## src/rtl/pacer_pkg.sv

```systemverilog
package pacer_pkg;
    localparam int ADDR_W = 3;
    localparam int NUM_STAGES = 3;

    // control byte: bit 0 trigger gating, bit 1 tick gating of the user counter
    typedef struct packed {
        logic tick_gate;
        logic trig_gate;
    } pacer_ctrl_t;

    localparam logic [ADDR_W-1:0] ADDR_CTRL = 3'd0;
endpackage

```

## src/rtl/lvl_sync.sv

```systemverilog
module lvl_sync #(
    parameter int WIDTH  = 5,
    parameter int STAGES = 2
) (
    input  logic             clk,
    input  logic             rst_n,
    input  logic [WIDTH-1:0] d_i,
    output logic [WIDTH-1:0] q_o
);
    logic [STAGES-1:0][WIDTH-1:0] stg_d, stg_q;

    always_comb begin
        stg_d = stg_q;
        stg_d[0] = d_i;
        for (int s = 1; s < STAGES; s++) begin
            stg_d[s] = stg_q[s-1];
        end
    end

    always_ff @(posedge clk) begin
        if (!rst_n) stg_q <= '0;
        else        stg_q <= stg_d;
    end

    assign q_o = stg_q[STAGES-1];
endmodule

```

## src/rtl/div_stage.sv

```systemverilog
module div_stage #(
    parameter int CNT_W = 16
) (
    input  logic             clk,
    input  logic             rst_n,
    input  logic             tick_i,
    input  logic             gate_i,
    input  logic             load_i,
    input  logic [CNT_W-1:0] div_i,
    output logic             tc_o
);
    localparam int FULL_W = CNT_W + 1;

    typedef struct packed {
        logic [FULL_W-1:0] cnt;
        logic              tc;
    } stage_st_t;

    stage_st_t st_d, st_q;
    logic [FULL_W-1:0] reload;

    // a zero divisor stands for the full 2**CNT_W span
    assign reload = (div_i == '0) ? {1'b1, {CNT_W{1'b0}}} : {1'b0, div_i};

    always_comb begin
        st_d    = st_q;
        st_d.tc = 1'b0;
        if (load_i) begin
            st_d.cnt = reload;
        end else if (tick_i && gate_i) begin
            if (st_q.cnt == FULL_W'(1)) begin
                st_d.cnt = reload;
                st_d.tc  = 1'b1;
            end else begin
                st_d.cnt = st_q.cnt - FULL_W'(1);
            end
        end
    end

    always_ff @(posedge clk) begin
        if (!rst_n) begin
            st_q.cnt <= {1'b1, {CNT_W{1'b0}}};
            st_q.tc  <= 1'b0;
        end else begin
            st_q <= st_d;
        end
    end

    assign tc_o = st_q.tc;
endmodule

```

## src/rtl/cascade_pacer.sv

```systemverilog
module cascade_pacer
    import pacer_pkg::*;
#(
    parameter int CNT_W       = 16,
    parameter int SYNC_STAGES = 2
) (
    input  logic              clk,
    input  logic              rst_n,
    input  logic              src_sel_i,
    input  logic              src_slow_i,
    input  logic              src_fast_i,
    input  logic              tick100k_i,
    input  logic              c0_pin_i,
    input  logic              trig_pin_i,
    input  logic              wr_en_i,
    input  logic [ADDR_W-1:0] wr_addr_i,
    input  logic [7:0]        wr_data_i,
    output logic              pace_o,
    output logic              c0_out_o
);
    // divisors are written as a low byte and a high byte (CNT_W in 9..16)
    localparam int HI_W  = CNT_W - 8;
    localparam int NSRC  = 5;
    localparam int I_FST = 0;
    localparam int I_SLW = 1;
    localparam int I_TCK = 2;
    localparam int I_PIN = 3;
    localparam int I_TRG = 4;

    typedef struct packed {
        logic                             fast_prev;
        logic                             slow_prev;
        logic                             c0_prev;
        pacer_ctrl_t                      ctrl;
        logic [NUM_STAGES-1:0][7:0]       lo;
        logic [NUM_STAGES-1:0][CNT_W-1:0] div;
        logic [NUM_STAGES-1:0]            load;
    } top_st_t;

    top_st_t st_d, st_q;

    logic [NSRC-1:0]       raw_lvl, sync_lvl;
    logic                  c0_lvl;
    logic                  fast_edge, slow_edge, c0_edge;
    logic                  pacer_gate;
    logic [NUM_STAGES-1:0] stage_tick, stage_gate, stage_tc, stage_load;

    assign raw_lvl[I_FST] = src_fast_i;
    assign raw_lvl[I_SLW] = src_slow_i;
    assign raw_lvl[I_TCK] = tick100k_i;
    assign raw_lvl[I_PIN] = c0_pin_i;
    assign raw_lvl[I_TRG] = trig_pin_i;

    lvl_sync #(.WIDTH(NSRC), .STAGES(SYNC_STAGES)) u_sync (
        .clk   (clk),
        .rst_n (rst_n),
        .d_i   (raw_lvl),
        .q_o   (sync_lvl)
    );

    always_comb begin
        c0_lvl = st_q.ctrl.tick_gate ? (sync_lvl[I_PIN] & sync_lvl[I_TCK])
                                     : sync_lvl[I_PIN];
        fast_edge  = sync_lvl[I_FST] & ~st_q.fast_prev;
        slow_edge  = sync_lvl[I_SLW] & ~st_q.slow_prev;
        c0_edge    = c0_lvl & ~st_q.c0_prev;
        pacer_gate = st_q.ctrl.trig_gate ? sync_lvl[I_TRG] : 1'b1;

        st_d           = st_q;
        st_d.fast_prev = sync_lvl[I_FST];
        st_d.slow_prev = sync_lvl[I_SLW];
        st_d.c0_prev   = c0_lvl;
        st_d.load      = '0;

        if (wr_en_i) begin
            if (wr_addr_i == ADDR_CTRL) begin
                st_d.ctrl = pacer_ctrl_t'(wr_data_i[1:0]);
            end
            for (int i = 0; i < NUM_STAGES; i++) begin
                if (wr_addr_i == ADDR_W'(2 * i + 1)) begin
                    st_d.lo[i] = wr_data_i;
                end
                if (wr_addr_i == ADDR_W'(2 * i + 2)) begin
                    st_d.div[i]  = {wr_data_i[HI_W-1:0], st_q.lo[i]};
                    st_d.load[i] = 1'b1;
                end
            end
        end
    end

    always_ff @(posedge clk) begin
        if (!rst_n) st_q <= '0;
        else        st_q <= st_d;
    end

    assign stage_tick[0] = c0_edge;
    assign stage_gate[0] = 1'b1;
    assign stage_tick[1] = src_sel_i ? fast_edge : slow_edge;
    assign stage_gate[1] = pacer_gate;
    assign stage_tick[2] = stage_tc[1];
    assign stage_gate[2] = pacer_gate;
    assign stage_load    = st_q.load;

    for (genvar g = 0; g < NUM_STAGES; g++) begin : g_stage
        div_stage #(.CNT_W(CNT_W)) u_stage (
            .clk    (clk),
            .rst_n  (rst_n),
            .tick_i (stage_tick[g]),
            .gate_i (stage_gate[g]),
            .load_i (stage_load[g]),
            .div_i  (st_q.div[g]),
            .tc_o   (stage_tc[g])
        );
    end

    assign c0_out_o = stage_tc[0];
    assign pace_o   = stage_tc[2];
endmodule

```

## config.mk

```make
export PLATFORM = sky130hd
export DESIGN_NAME = cascade_pacer
export DESIGN_NICKNAME = d
export VERILOG_FILES = /design/src/rtl/pacer_pkg.sv /design/src/rtl/lvl_sync.sv /design/src/rtl/div_stage.sv /design/src/rtl/cascade_pacer.sv
export SDC_FILE = /design/constraint.sdc
export NUM_CORES = 1
export LEC_CHECK = 0
export CAP_MARGIN = 30
export CORE_MARGIN = 3
export CORE_UTILIZATION = 60
export CTS_CLUSTER_DIAMETER = 200
export DETAILED_ROUTE_END_ITERATION = 7
export DONT_BUFFER_PORTS = 1
export GPL_TIMING_DRIVEN = 0
export PLACE_DENSITY = 0.86
export SLEW_MARGIN = 15
export SYNTH_ARGS = -nofsm -noshare
export SYNTH_HDL_FRONTEND = slang
export SYNTH_HIERARCHICAL = 1
export SYNTH_SLANG_ARGS = --single-unit
```

## constraint.sdc

```tcl
create_clock -name clk -period 2.6 [get_ports clk]
set_input_delay 0.13 -clock clk [delete_from_list [all_inputs] [get_ports clk]]
set_output_delay 0.13 -clock clk [all_outputs]
set_load 0.02 [all_outputs]
```

==> results.cfg <==
[grt]
grt_max_degree = 17
grt_usage_pct = 30.5
overflow = 0
grt_pass1_wl_um = 31900
antenna_found_initial = 0
grt_pass1_vias = 6293

[place]
gp_congestion = 0.998
portBuffers = 0
dp.cells = 943
dp_hpwl_um = 13500
detailedPlace.worstSlack_ns = 0.0243

[clocking]
cts_tree = built
clockBufferDepth = 2
root_buffer = clkbuf_16
clock_sinks = 144
cts_max_level = 4
clk_latency_ns = 0.43
numCtsBuffers = 17
clk_transition_reported_paths_ns = 0.06

[worst_setup_path]
cp-start-kind = register
cp.arrival_ns = 2.72
cp_data_required_time_ns = 2.91
worst_path_max_delay_cell = nor3b_1
reg2reg_from = g_stage[0].u_stage/st_q[1]
worstSetupEndpointType = register
cp.depth = 7
slowest_delay_ns = 0.65
path_buf_inv = 1
critical-path-top-delay-family = simple AND/OR/NAND/NOR gates
rrSetupSlack_ns = 0.20
cp_max_fo = 8
crit_chain = inv_1, ha_1, nor3b_1, nand4b_1, o21ai_0, a31oi_1, o221a_1
crit_type = register to register
critPathCapture = g_stage[0].u_stage/st_q[13]
crit_start = g_stage[0].u_stage/st_q[1]
worstRegToRegCells = 7
reg2reg_to = g_stage[0].u_stage/st_q[13]

[logic_synthesis]
async_flop_share_pct = 0
synth_edf_count = 0
synth.distinct_cells = 80
yosys.area.top_type = dfxtp_1
synth_area_leaders = dfxtp_1 40%, mux2i_1 11%, nand2_1 6.8%, nor2_1 2.0%, and2_1 1.7%
yosys_most_used_dff = dfxtp_1
synth_top_area_share_pct = 40.2
postSynthCellCount = 798
ys_seq_area_share_pct = 40.2
ys_ff_latch = 144
synth_commonest_cells = 144 x dfxtp_1, 130 x nand2_1, 81 x mux2i_1
yosys.cell_count.top_type = dfxtp_1
avgSynthCellArea_um2 = 8.98
syn_area_um2 = 7170
yosysWarnings = 6

[route]
drt_wl_total_um = 19400
ant_nets = 0
vias = 6602
drtIter0Drc = 745
wl_per_cell_um = 19.7
viasPerCell = 6.70
first_pass_iters = 5
drc_errors = 0

[outcome]
status = finished, final reports clean

[timing]
setup_tns_ns = 0
tightest_slew_ns = 0.731
fmax_mhz = 416
fin_crit_ns = 2.40
setup_viol = 0
slew_headroom_pct = 51.2
slew_violations = 0
fin_ws_ns = 0.197
final_hold_viol_count = 0
rsz0062_at_grt = no
fin_crit_sh_pct = 92.4
clock-skew-final_ns = 0.00825

[floorplanning]
coreArea_um2 = 11600
die-area_um2 = 13300
die_h_um = 115
io_pins = 22
dieWidth_um = 115
rows = 39
start_util_pct = 62.0

[final_layout]
fill_cells = 860
antenna_cells = 0
area_growth_pct = 12.6
num-nets-final = 857
fin_cells = 986
drive_gt1_share_pct = 10.2

[min_path]
hp-class = primary input to register

[pwr]
p_leak_nw = 3.14
vdd_ir_drop_max_mv = 0.556
power.density_nw_per_um2 = 667

[job]
maxCapViolations = 0
==> kinds of logic (layout without fill, tap and decap cells) <==
family / Yosys count / after routing / synth area share, %
buffers and inverters: 63 / 106 / 4.80
DFF: 144 / 144 / 40.2
AOI/OAI and AO/OA: 155 / 155 / 15.6
adders and majority gates: 6 / 6 / 1.05
xor gates and xnor gates: 3 / 3 / 0.367
and+or+nand+nor: 345 / 345 / 26.6
muxes: 81 / 81 / 11.3
other: 1 / 3 / 0.0523
==> final cells by class <==
type / instances / area [µm²] / share of cell area [%]
multi-input cells: 593 / 3960 / 49.1
flip-flops and latches: 144 / 2880 / 35.7
clock buffers: 19 / 433 / 5.36
plain buffers: 43 / 269 / 3.33
well taps: 143 / 179 / 2.22
clock inverters: 12 / 159 / 1.97
repair buffers: 12 / 113 / 1.40
inverters: 20 / 75.1 / 0.930
==> per-layer routing <==
| metal | wire length [µm] | up-vias | global-route usage (%) |
|---|---|---|---|
| met2 | 9040 | 367 | 48.5 |
| met5 | 0 | - | 0 |
| li1 | - | 3024 | - |
| met4 | 527 | 0 | 11.2 |
| met1 | 8110 | 3158 | 40.3 |
| met3 | 1710 | 53 | 7.68 |
==> how the worst min path moves through the flow <==
stage | start | endpoint | slack [ns] | cells past startpoint
after global placement | c0_pin_i | u_sync/stg_d[8] | 0.26 | 1
after CTS | wr_data_i[7] | st_q[50] | 0.02 | 2
after floorplan | rst_n | u_sync/q_o[0] | 0.25 | 1
final | rst_n | g_stage[2].u_stage/st_q[8] | 0.04 | 3
after global routing | wr_data_i[7] | st_q[66] | 0.05 | 2
after detailed placement | c0_pin_i | u_sync/stg_d[8] | 0.26 | 1
==> layout by cell type (no fill, tap or decap), drive strengths merged, types with 5 or more instances in the layout <==
master,Yosys,routed
clkbuf,22,41
mux2i,81,81
nand2,130,130
nor3,22,22
inv,19,23
o311ai,6,6
nand4b,7,7
dlygate4sd3,0,9
a211oi,6,6
nor4,23,23
and3,6,6
o311a,5,5
ha,6,6
dfxtp,144,144
nand4,20,20
nor2,43,43
o21ai,29,29
or4,6,6
nand3b,8,8
nor4b,5,5
nand3,19,19
o211ai,19,19
a31oi,14,14
a21oi,25,25
o22ai,6,6
buf,21,24
and2,22,22
nor2b,6,6
==> state kept, by name, summed over array words and instances (netlist names) <==
register and cells:
g_stage.u_stage/st_q 51, g_stage.u_stage/tc_o 3, st_q 77, stage_load 3, u_sync/q_o 5, u_sync/stg_d 5
==> stage by stage <==
stage	util [%]	hold slack (ns)	cell area, µm²	total power, W
final	69.8	0.0430	8070	0.00538
after global routing	69.8	0.0538	8070	0.00555
after CTS	69.5	0.0242	8040	0.00538
after detailed placement	63.6	0.258	7350	0.00292
after global placement	63.6	0.257	7350	0.00289
after floorplan	-	0.252	7180	0.00279
==> tightest hold or removal path, delay by kind of cell <==
| family | cells | cell delay [ns] |
|---|---|---|
| AO/OA/AOI/OAI | 2 | 0.16 |
| AND/OR/NAND/NOR | 1 | 0.15 |
==> where the power goes <==
part	leakage [nW]	switching, W	total (W)	internal, W
Sequential	1.17	0.0000609	0.00233	0.00227
Combinational	1.69	0.000352	0.000584	0.000232
Clock	0.285	0.000959	0.00247	0.00151
Total	3.14	0.00137	0.00538	0.00401
==> timing repair <==
action                                 CTS  global route
hold buffers                             9             0
buffers inserted                         0             3
setup endpoints to repair                0            17
endpoints found under the hold margin   12             0
gates resized for setup                  0             3
No activity file was read; power rests on OpenSTA's default activity.
